===== src/rtl/cmf_pkg.sv =====
package cmf_pkg;
  localparam int DW   = 32;
  localparam int NREG = 7;

  localparam int OFS_CMD  = 0;
  localparam int OFS_ADDR = 1;
  localparam int OFS_SIZE = 2;
  localparam int OFS_WAYS = 3;
  localparam int OFS_SET  = 4;
  localparam int OFS_QST  = 5;
  localparam int OFS_PRIM = 6;

  localparam int CW_BIT  = 14;
  localparam int CE_BIT  = 15;
  localparam int SCP_LSB = 17;
  localparam int TGT_LSB = 21;
  localparam int EF_BIT  = 2;

  localparam logic [1:0] SCP_RANGE = 2'd0;
  localparam logic [1:0] SCP_WAYS  = 2'd2;
  localparam logic [1:0] TGT_WAYS  = 2'd2;
  localparam logic [1:0] FLD_RSVD  = 2'd3;

  localparam logic [3:0] PRIM_SYNC  = 4'h8;
  localparam logic [3:0] PRIM_PFBUF = 4'h9;

  typedef enum logic [1:0] {ST_IDLE, ST_STAGE, ST_OFFER, ST_RUN} seq_st_t;

  typedef struct packed {
    logic [1:0] target;
    logic [1:0] scope;
    logic       ce;
    logic       cw;
    logic [2:0] op;
  } cmd_t;

  function automatic cmd_t unpack_cmd(input logic [DW-1:0] w);
    cmd_t c;
    c.op     = w[2:0];
    c.cw     = w[CW_BIT];
    c.ce     = w[CE_BIT];
    c.scope  = w[SCP_LSB +: 2];
    c.target = w[TGT_LSB +: 2];
    return c;
  endfunction
endpackage


===== src/rtl/cmf_decode.sv =====
module cmf_decode #(
  parameter int ADDR_W = 3,
  parameter int NREG   = 7
) (
  input  logic              wr,
  input  logic [ADDR_W-1:0] addr,
  output logic [NREG-1:0]   wstb
);
  genvar i;
  generate
    for (i = 0; i < NREG; i++) begin : g_stb
      assign wstb[i] = wr && (addr == ADDR_W'(i));
    end
  endgenerate
endmodule


===== src/rtl/cmf_seq.sv =====
module cmf_seq
  import cmf_pkg::*;
#(
  parameter logic [DW-1:0] MAX_SIZE = 32'h003F_FF80
) (
  input  logic          clk,
  input  logic          rst_n,
  input  logic          wr_cmd,
  input  logic          wr_addr,
  input  logic          wr_size,
  input  logic          wr_ways,
  input  logic          wr_qst,
  input  logic [DW-1:0] wdata,
  input  logic          cmd_ready,
  input  logic          eng_done,
  output logic          cmd_valid,
  output cmd_t          cmd_f,
  output logic [DW-1:0] cmd_word_q,
  output logic [DW-1:0] addr_q,
  output logic [DW-1:0] size_q,
  output logic [DW-1:0] ways_q,
  output logic          fe,
  output logic          oe,
  output logic          ef,
  output logic          est,
  output logic          qst
);
  seq_st_t st;
  logic    got_a, got_s, got_w;
  cmd_t    inc;
  logic    need_rng, need_ways, complete, size_bad, fields_bad, opr_open, ef_set;

  always_comb begin
    cmd_f      = unpack_cmd(cmd_word_q);
    inc        = unpack_cmd(wdata);
    need_rng   = (cmd_f.scope == SCP_RANGE);
    need_ways  = (cmd_f.scope == SCP_WAYS) || (cmd_f.target == TGT_WAYS);
    complete   = (!need_rng || (got_a && got_s)) && (!need_ways || got_w);
    size_bad   = need_rng && ((size_q == '0) || (size_q > MAX_SIZE));
    fields_bad = (inc.scope == FLD_RSVD) || (inc.target == FLD_RSVD);
    opr_open   = (st == ST_IDLE) || (st == ST_STAGE);
    ef_set     = (st == ST_RUN) && eng_done && cmd_f.ce;
  end

  always_ff @(posedge clk) begin
    if (!rst_n) begin
      st         <= ST_IDLE;
      cmd_word_q <= '0;
      addr_q     <= '0;
      size_q     <= '0;
      ways_q     <= '0;
      got_a      <= 1'b0;
      got_s      <= 1'b0;
      got_w      <= 1'b0;
      fe         <= 1'b0;
      oe         <= 1'b0;
      ef         <= 1'b0;
    end else begin
      if (opr_open && wr_addr) begin
        addr_q <= wdata;
        if (st == ST_STAGE) got_a <= 1'b1;
      end
      if (opr_open && wr_size) begin
        size_q <= wdata;
        if (st == ST_STAGE) got_s <= 1'b1;
      end
      if (opr_open && wr_ways) begin
        ways_q <= wdata;
        if (st == ST_STAGE) got_w <= 1'b1;
      end

      if (ef_set) ef <= 1'b1;
      else if (wr_qst && wdata[EF_BIT]) ef <= 1'b0;

      if (wr_cmd && st != ST_IDLE) fe <= 1'b1;

      unique case (st)
        ST_IDLE: begin
          if (wr_cmd) begin
            if (fields_bad) begin
              oe <= 1'b1;
              fe <= 1'b0;
            end else begin
              cmd_word_q <= wdata;
              fe    <= 1'b0;
              oe    <= 1'b0;
              got_a <= 1'b0;
              got_s <= 1'b0;
              got_w <= 1'b0;
              st    <= ST_STAGE;
            end
          end
        end
        ST_STAGE: begin
          if (complete) begin
            if (size_bad) begin
              oe <= 1'b1;
              st <= ST_IDLE;
            end else begin
              st <= ST_OFFER;
            end
          end
        end
        ST_OFFER: if (cmd_ready) st <= ST_RUN;
        ST_RUN:   if (eng_done)  st <= ST_IDLE;
        default:  st <= ST_IDLE;
      endcase
    end
  end

  assign cmd_valid = (st == ST_OFFER);
  assign est       = (st == ST_STAGE) || (st == ST_OFFER);
  assign qst       = (st == ST_RUN);
endmodule


===== src/rtl/cmf_prim.sv =====
module cmf_prim
  import cmf_pkg::*;
(
  input  logic          clk,
  input  logic          rst_n,
  input  logic          wr_prim,
  input  logic [DW-1:0] wdata,
  input  logic          prim_ready,
  output logic          prim_valid,
  output logic [3:0]    prim_code
);
  logic legal;

  assign legal = (wdata[DW-1:4] == '0) &&
                 ((wdata[3:0] == PRIM_SYNC) || (wdata[3:0] == PRIM_PFBUF));

  always_ff @(posedge clk) begin
    if (!rst_n) begin
      prim_valid <= 1'b0;
      prim_code  <= '0;
    end else if (prim_valid && prim_ready) begin
      prim_valid <= 1'b0;
    end else if (wr_prim && legal && !prim_valid) begin
      prim_valid <= 1'b1;
      prim_code  <= wdata[3:0];
    end
  end
endmodule


===== src/rtl/cmaint_front.sv =====
module cmaint_front
  import cmf_pkg::*;
#(
  parameter int              ADDR_W   = 3,
  parameter logic [DW-1:0]   MAX_SIZE = 32'h003F_FF80
) (
  input  logic              clk,
  input  logic              rst_n,
  input  logic              reg_wr,
  input  logic [ADDR_W-1:0] reg_addr,
  input  logic [31:0]       reg_wdata,
  output logic [31:0]       reg_rdata,
  output logic              cmd_valid,
  input  logic              cmd_ready,
  output logic [2:0]        cmd_op,
  output logic [1:0]        cmd_scope,
  output logic [1:0]        cmd_target,
  output logic              cmd_notify,
  output logic              cmd_cw,
  output logic [31:0]       cmd_addr,
  output logic [31:0]       cmd_size,
  output logic [31:0]       cmd_ways,
  input  logic              eng_done,
  output logic              prim_valid,
  input  logic              prim_ready,
  output logic [3:0]        prim_code
);
  logic [NREG-1:0] wstb;
  cmd_t            cf;
  logic [DW-1:0]   cmd_word_q, addr_q, size_q, ways_q;
  logic            fe_w, oe_w, ef_w, est_w, qst_w;

  cmf_decode #(.ADDR_W(ADDR_W), .NREG(NREG)) u_dec (
    .wr(reg_wr), .addr(reg_addr), .wstb(wstb)
  );

  cmf_seq #(.MAX_SIZE(MAX_SIZE)) u_seq (
    .clk(clk), .rst_n(rst_n),
    .wr_cmd(wstb[OFS_CMD]), .wr_addr(wstb[OFS_ADDR]), .wr_size(wstb[OFS_SIZE]),
    .wr_ways(wstb[OFS_WAYS]), .wr_qst(wstb[OFS_QST]), .wdata(reg_wdata),
    .cmd_ready(cmd_ready), .eng_done(eng_done),
    .cmd_valid(cmd_valid), .cmd_f(cf), .cmd_word_q(cmd_word_q),
    .addr_q(addr_q), .size_q(size_q), .ways_q(ways_q),
    .fe(fe_w), .oe(oe_w), .ef(ef_w), .est(est_w), .qst(qst_w)
  );

  cmf_prim u_prim (
    .clk(clk), .rst_n(rst_n), .wr_prim(wstb[OFS_PRIM]), .wdata(reg_wdata),
    .prim_ready(prim_ready), .prim_valid(prim_valid), .prim_code(prim_code)
  );

  assign cmd_op     = cf.op;
  assign cmd_scope  = cf.scope;
  assign cmd_target = cf.target;
  assign cmd_notify = cf.ce;
  assign cmd_cw     = cf.cw;
  assign cmd_addr   = addr_q;
  assign cmd_size   = size_q;
  assign cmd_ways   = ways_q;

  always_comb begin
    reg_rdata = '0;
    case (reg_addr)
      ADDR_W'(OFS_CMD):  reg_rdata = cmd_word_q;
      ADDR_W'(OFS_ADDR): reg_rdata = addr_q;
      ADDR_W'(OFS_SIZE): reg_rdata = size_q;
      ADDR_W'(OFS_WAYS): reg_rdata = ways_q;
      ADDR_W'(OFS_SET):  reg_rdata = {30'b0, fe_w, oe_w};
      ADDR_W'(OFS_QST):  reg_rdata = {29'b0, ef_w, est_w, qst_w};
      ADDR_W'(OFS_PRIM): reg_rdata = {prim_valid, 27'b0, prim_code};
      default:           reg_rdata = '0;
    endcase
  end
endmodule


===== config.mk =====
export PLATFORM = sky130hd
export DESIGN_NAME = cmaint_front
export DESIGN_NICKNAME = d
export VERILOG_FILES = /design/src/rtl/cmf_pkg.sv /design/src/rtl/cmf_decode.sv /design/src/rtl/cmf_seq.sv /design/src/rtl/cmf_prim.sv /design/src/rtl/cmaint_front.sv
export SDC_FILE = /design/constraint.sdc
export NUM_CORES = 1
export LEC_CHECK = 0
export ABC_AREA = 1
export CORE_UTILIZATION = 50
export DETAILED_ROUTE_END_ITERATION = 6
export GPL_TIMING_DRIVEN = 0
export PLACE_DENSITY = 0.84
export SLEW_MARGIN = 0
export SYNTH_ARGS = -nofsm -noshare
export SYNTH_HDL_FRONTEND = slang
export SYNTH_SLANG_ARGS = --single-unit

===== constraint.sdc =====
create_clock -name clk -period 3.9 [get_ports clk]
set_input_delay 0.585 -clock clk [delete_from_list [all_inputs] [get_ports clk]]
set_output_delay 0.585 -clock clk [all_outputs]
set_load 0.02 [all_outputs]

==> run_results.csv, run 1 <==
group,metric,value,unit
sta,final-max-slew-violation-count,0,
logic_synthesis,muxShareOfSynthArea,0,
worst_setup_path,worstSetupStartpoint,"reg_addr[0]",
placement,hpwlAfterDp,16100,um
worst_setup_path,critPathSlowestCell,"clkdlybuf4s50_1",
logic_synthesis,synthCells,836,
logic_synthesis,synth_top_area_frac,0.461,
logic_synthesis,synth-xor-area-share,0,
placement,dpl.cell_count,1163,
logic_synthesis,synth_compound_area_frac,0.249,
finish,fin_nets,1081,
global_route,antenna_found_initial,0,
cts,cts_made_buffers,17,
routing,route.detailed.drc,3,
worst_setup_path,endpoint_kind,"output pin",
worst_setup_path,worstPathRequired,3.31,ns
die,io_pins,184,
logic_synthesis,syn_nets,881,
logic_synthesis,async_flop_share,0,
cts,insertion_delay,0.42,ns
power_and_ir_drop,seq_power_share,0.411,
worst_setup_path,crit_arrival,3.27,ns
die,dieArea,12700,um2
routing,first_pass_iters,7,
routing,vias,7202,
die,initial_core_util,0.512,
logic_synthesis,seq_area_frac_synth,0.461,
status,violations,"DRC",
worst_setup_path,cp-endpoint,"reg_rdata[28]",
finish,final_area,8740,um2
power_and_ir_drop,p_int,2.78,mW
sta,fin_crit_sh,0.989,
cts,cts_sinks,141,
finish,fillers,894,
finish,area_delta_synth_final,42.7,%
sta,relSlewSlack,0.566,
routing,drt_wl_total,23300,um
sta,setup_viol,0,
global_route,grt_usage,0.369,
placement,port_buffers,180,
worst_setup_path,path_max_fanout,10,
job,drv_cap,0,
logic_synthesis,synth_area_leaders,"dfxtp_1 (46%), a21oi_1 (11%), o21ai_1 (11%)",
sta,final_hold_viol_count,0,
routing,wl_per_cell,19.5,um
sta,timing.final.crit_period,3.86,ns
routing,via_per_inst,6.03,
logic_synthesis,synth_ff_type,"dfxtp_1",
worst_setup_path,path_cells,"clkdlybuf4s50_1 -> inv_2 -> nor3_2 -> clkbuf_1 -> nand2_1 -> o2111ai_1 -> clkdlybuf4s50_1",
status,outcome,"complete, but fails checks",
power_and_ir_drop,max-vdd-ir-drop,0.250,mV
logic_synthesis,synth_fa_ha_area_frac,0.00817,
sta,rsz0062_at_grt,"yes",
sta,fin_skew,0.00664,ns
power_and_ir_drop,power_frac_clock,0.454,
die,fp.dieW,113,um
cts,cts.htree.levels,4,
sta,fmax,0.259,GHz
power_and_ir_drop,leakagePower,3.46,nW
worst_setup_path,crit_path_start_kind,"input port",
logic_synthesis,ys_warn_count,0,
min_path,worstHoldPathType,"flop to flop",
die,row_count,40,
routing,postRouteAntennaNets,0,
global_route,grt_pass1_vias,6722,
cts,cts_max_path_buffers,2,
min_path,hp-start,"u_seq.got_a",
logic_synthesis,synth-seq-cells,141,
worst_setup_path,critPathMaxStageDelay,0.67,ns
worst_setup_path,rrSetupSlack,1.52,ns
die,coreArea,12000,um2
logic_synthesis,yosys-top-cells-count,"nand2_1 (153), dfxtp_1 (141), a21oi_1 (132)",
power_and_ir_drop,combinationalPowerShare,0.134,
power_and_ir_drop,p_per_area,431,nW/um2
logic_synthesis,avgSynthCellArea,7.32,um2
global_route,grt_max_degree,17,
routing,drtIter0Drc,864,
global_route,grt_pass1_wl,35800,um
cts,clk_pin_slew,0.06,ns
sta,finalSetupTns,0,ns
finish,final_layout_size_suffix_gt1_frac,0.0840,
logic_synthesis,yosysMostFrequentCell,"nand2_1",
placement,placed_area,8110,um2
power_and_ir_drop,switching_share,0.263,
power_and_ir_drop,switchingPower,0.992,mW
logic_synthesis,synthSimpleGateAreaFrac,0.185,
cts,cts-root-buf,"clkbuf_16",
worst_setup_path,reg2regPathDepth,10,
sta,worstMarginPinSlew,0.647,ns
worst_setup_path,criticalPathCategory,"input port to output pin",
power_and_ir_drop,totalPowerFinal,3.77,mW
cts,cts_tree,"yes",
worst_setup_path,regToRegEndpoint,"u_seq.ways_q[30]",
placement,routabilityCongestion,0.902,
finish,fin_cells,1195,
logic_synthesis,synth.distinct_cells,31,
logic_synthesis,synth_edf_count,0,
logic_synthesis,synth_top_family_by_area,"compound AO/OA/AOI/OAI gates",
die,die_y,113,um
logic_synthesis,yosys.area.top_type,"dfxtp_1",
worst_setup_path,crit_path_frequent_cell,"clkdlybuf4s50_1",
logic_synthesis,synth_area,6120,um2
finish,diodes,0,
global_route,overflow,0,
-- flip-flops by register name, indices dropped and copies added (netlist names), named ones only --
signal	cells
u_seq.addr_q	32
u_seq.cmd_word_q	32
u_seq.size_q	32
u_seq.ways_q	32
u_prim.prim_code	4
u_prim.prim_valid	1
u_seq.ef	1
u_seq.got_a	1
u_seq.got_s	1
u_seq.got_w	1
u_seq.oe	1
u_seq.st	1
-- what timing repair did --
action                                  in CTS  in global routing
gates resized for setup                      1                  6
hold buffers                                 0                  0
setup buffers                                2                  0
pin swaps                                    1                  0
endpoints found under the setup margin      11                 13
-- per-layer routing --
layer / wire length (um) / GRT usage / vias to the layer above
met5: 0 / 0 / -
met4: 1090 / 0.199 / 0
met3: 3010 / 0.0902 / 96
met2: 10500 / 0.577 / 600
met1: 8690 / 0.468 / 3280
li1: - / - / 3226
-- critical path: cells and delay by family --
kind,cells,cell delay [ns]
simple gates,2,0.55
buf+inv,4,1.92
compound gates,1,0.21
-- cell families after synthesis --
logic type / after synthesis
DFF: 141
and+or+nand+nor: 262
AOI/OAI and AO/OA: 290
buffers and inverters: 139
adders and majority gates: 4
-- cell type report --
| cell class | instances | area, um2 | area share |
|---|---|---|---|
| sequential | 141 | 2820 | 0.323 |
| multi-input combinational | 556 | 2710 | 0.310 |
| timing repair buffer | 182 | 1820 | 0.208 |
| clock buffer | 20 | 447 | 0.0511 |
| buffer | 59 | 300 | 0.0344 |
| inverter | 79 | 297 | 0.0339 |
| tap | 147 | 184 | 0.0210 |
| clock inverter | 11 | 168 | 0.0192 |
-- metrics by stage --
stage	util	hold WS (ns)	setup slack (ns)
after CTS	0.730	0.451	0.0781
after detailed placement	0.678	0.445	-0.169
final	0.731	0.453	0.0447
after floorplan	-	0.425	1.51
after global placement	0.678	0.440	-0.133
after global routing	0.731	0.478	-0.0299
-- power by group through the flow --
stage	combinational, mW	sequential (mW)	clock [mW]
final	0.507	1.55	1.71
after global routing	0.534	1.56	1.76
after CTS	0.495	1.55	1.69
after detailed placement	0.488	1.58	0
after global placement	0.481	1.58	0
after floorplan	0.208	1.62	0
-- cells in the final DEF, fill, tap and decap left out, drive strengths merged --
| master | n |
|---|---|
| o21ai | 135 |
| nor4 | 2 |
| nor2 | 53 |
| nor2b | 1 |
| o22ai | 3 |
| clkinvlp | 2 |
| and2 | 1 |
| nor3 | 11 |
| or2 | 1 |
| o211ai | 2 |
| clkinv | 6 |
| clkbuf | 44 |
| a221oi | 1 |
| inv | 78 |
| a22oi | 1 |
| a32o | 1 |
| nand2 | 153 |
| o2111ai | 13 |
| dfxtp | 141 |
| nand3 | 20 |
| ha | 4 |
| a211oi | 2 |
| clkdlybuf4s50 | 180 |
| nand4 | 20 |
| a21oi | 132 |
| buf | 37 |
| bufinv | 4 |
-- worst min-delay path by stage --
stage,end,cells after the start
final,u_seq.got_a,2
after global routing,u_seq.got_a,2
after CTS,u_seq.got_a,2
after detailed placement,u_seq.got_a,2
after global placement,u_seq.got_a,2
after floorplan,u_seq.got_a,2
No activity file was read; power rests on OpenSTA's default activity.
==> run 2: changes to the inputs <==
--- a/config.mk
+++ b/config.mk
@@ -9,6 +9,7 @@
 export CORE_UTILIZATION = 50
 export DETAILED_ROUTE_END_ITERATION = 6
 export GPL_TIMING_DRIVEN = 0
+export MAX_ROUTING_LAYER = met4
 export PLACE_DENSITY = 0.84
 export SLEW_MARGIN = 0
 export SYNTH_ARGS = -nofsm -noshare
==> run_results.csv, run 2 (same netlist as run 1, synthesis figures left out) <==
group,metric,value,unit
finish,final-seq-area,2820,um2
routing,wl_per_cell,19.4,um
worst_setup_path,regToRegEndpoint,"u_seq.ways_q[30]",
global_route,grt_pass1_vias,6728,
worst_setup_path,crit_path_start_kind,"input port",
worst_setup_path,criticalPathCategory,"input port to output pin",
routing,postRouteAntennaNets,0,
worst_setup_path,rrSetupSlack,1.49,ns
global_route,grt_max_degree,17,
sta,setup_viol,0,
global_route,busiest_layer,"met2",
cts,cts.htree.levels,4,
die,initial_core_util,0.512,
finish,post-route-util,0.731,
finish,final_area,8740,um2
power_and_ir_drop,p_per_area,432,nW/um2
global_route,use_met2,0.577,
cts,cts_sinks,141,
global_route,use_met1,0.467,
worst_setup_path,crit_path_frequent_cell,"clkdlybuf4s50_1",
cts,cts-root-buf,"clkbuf_16",
placement,routabilityCongestion,0.917,
finish,diodes,0,
finish,multi_input_area,2710,um2
routing,route.detailed.drc,1,
worst_setup_path,path_cells,"clkdlybuf4s50_1 -> inv_2 -> nor3_2 -> clkbuf_1 -> nand2_1 -> o2111ai_1 -> clkdlybuf4s50_1",
cts,cts_made_buffers,17,
worst_setup_path,endpoint_kind,"output pin",
finish,final_cell_mix,"clkdlybuf4s50_1 (180), nand2_1 (153), dfxtp_1 (141), a21oi_1 (132), o21ai_1 (130)",
cts,clk_pin_slew,0.06,ns
cts,cts_tree,"yes",
finish,fin_nets,1081,
routing,vias,7096,
global_route,antenna_found_initial,0,
die,fp.dieW,113,um
worst_setup_path,path_max_fanout,10,
power_and_ir_drop,seq_power_share,0.411,
global_route,grtUsageMet3,0.0961,
cts,hold_buffers,0,
sta,fin_crit_sh,0.967,
sta,final_hold_viol_count,0,
sta,fmax,0.265,GHz
min_path,hold_depth,2,
global_route,grt_usage,0.381,
placement,hpwlAfterDp,16100,um
worst_setup_path,crit_buf_inv,4,
routing,drt_wl_total,23200,um
power_and_ir_drop,combinationalPowerShare,0.134,
finish,fin_cells,1195,
global_route,overflow,0,
worst_setup_path,critPathMaxStageDelay,0.68,ns
global_route,grt_pass1_wl,35900,um
finish,final_layout_size_suffix_gt1_frac,0.0849,
sta,timing.final.crit_period,3.77,ns
status,violations,"DRC",
sta,finalSetupTns,0,ns
placement,dpl.cell_count,1163,
cts,cts_max_path_buffers,2,
cts,insertion_delay,0.42,ns
status,outcome,"complete, but fails checks",
die,dieArea,12700,um2
routing,drtIter0Drc,976,
worst_setup_path,critPathSlowestCell,"clkdlybuf4s50_1",
finish,area_delta_synth_final,42.7,%
power_and_ir_drop,totalPowerFinal,3.77,mW
sta,fin_skew,0.00988,ns
die,die_y,113,um
die,row_count,40,
routing,via_per_inst,5.94,
power_and_ir_drop,power_frac_clock,0.455,
worst_setup_path,worstPathRequired,3.31,ns
worst_setup_path,path_delay_family,"buffers and inverters",
power_and_ir_drop,leakagePower,3.46,nW
power_and_ir_drop,switching_share,0.264,
die,io_pins,184,
min_path,worstHoldPathType,"flop to flop",
placement,port_buffers,180,
power_and_ir_drop,switchingPower,0.994,mW
job,drv_cap,0,
placement,placed_area,8110,um2
routing,first_pass_iters,7,
min_path,hp-start,"u_seq.got_a",
worst_setup_path,reg2regPathDepth,10,
worst_setup_path,crit_arrival,3.19,ns
power_and_ir_drop,p_int,2.78,mW
finish,fillers,893,
sta,worstMarginPinSlew,0.655,ns
finish,final_common_cell,"clkdlybuf4s50_1",
sta,relSlewSlack,0.564,
die,coreArea,12000,um2
sta,rsz0062_at_grt,"no",
min_path,whs_endpoint,"u_seq.got_a",
power_and_ir_drop,max-vdd-ir-drop,0.249,mV
sta,final-max-slew-violation-count,0,
run 2: changes by cell type in the layout (fill, tap and decap cells not counted):
cell      before  now
clkbuf_1      22   21
clkbuf_2       4    5
run 2: timing repair:
| action | 4_1_cts | 5_1_grt |
|---|---|---|
| buffers inserted | 2 | 0 |
| gates resized for setup | 1 | 8 |
| endpoints found under the setup margin | 11 | 14 |
| pin swaps | 1 | 0 |
run 2: metal layers:
metal / routed length [um] / vias up
met1: 8830 / 3259
met4: 1130 / 0
met3: 2770 / 93
met2: 10500 / 520
li1: - / 3224
met5: 0 / -
run 2: through the flow:
stage,hold WS [ns],setup WS [ns]
final,0.454,0.129
after global routing,0.478,0.0200
after CTS,0.451,0.0781
after detailed placement,0.445,-0.169
after global placement,0.440,-0.133
after floorplan,0.425,1.51
run 2: layout make-up:
type                    count  share of cell area
flip-flops and latches    141               0.323
well taps                 147              0.0210
inverters                  79              0.0339
clock inverters            11              0.0192
repair buffers            182               0.208
clock buffers              20              0.0511
plain buffers              59              0.0345
multi-input cells         556               0.309
run 2: power groups by stage:
| stage | sequential [mW] | clock [mW] | combinational (mW) |
|---|---|---|---|
| 2_1_floorplan | 1.62 | 0 | 0.208 |
| 4_1_cts | 1.55 | 1.69 | 0.495 |
| 3_3_place_gp | 1.58 | 0 | 0.481 |
| 6_report | 1.55 | 1.72 | 0.507 |
| 5_1_grt | 1.56 | 1.76 | 0.534 |
| 3_5_place_dp | 1.58 | 0 | 0.488 |
run 2: worst max-delay path by stage:
stage / from / end / slack, ns / cells past startpoint
2_1_floorplan: reg_addr[2] / reg_rdata[23] / 1.51 / 5
6_report: reg_addr[0] / reg_rdata[28] / 0.13 / 7
4_1_cts: reg_addr[0] / reg_rdata[28] / 0.08 / 8
3_5_place_dp: reg_addr[0] / reg_rdata[19] / -0.17 / 9
3_3_place_gp: reg_addr[0] / reg_rdata[30] / -0.13 / 9
5_1_grt: reg_addr[0] / reg_rdata[30] / 0.02 / 7
run 2: worst reg2reg max path, delay by kind of cell, from the launching register on:
family                   cells  cell delay [ns]
AO/OA/AOI/OAI                2             0.36
buffers and inverters        5             1.09
AND/OR/NAND/NOR              2             0.39
flip-flops                   1             0.33
adder cells (fa/ha/maj)      1             0.15
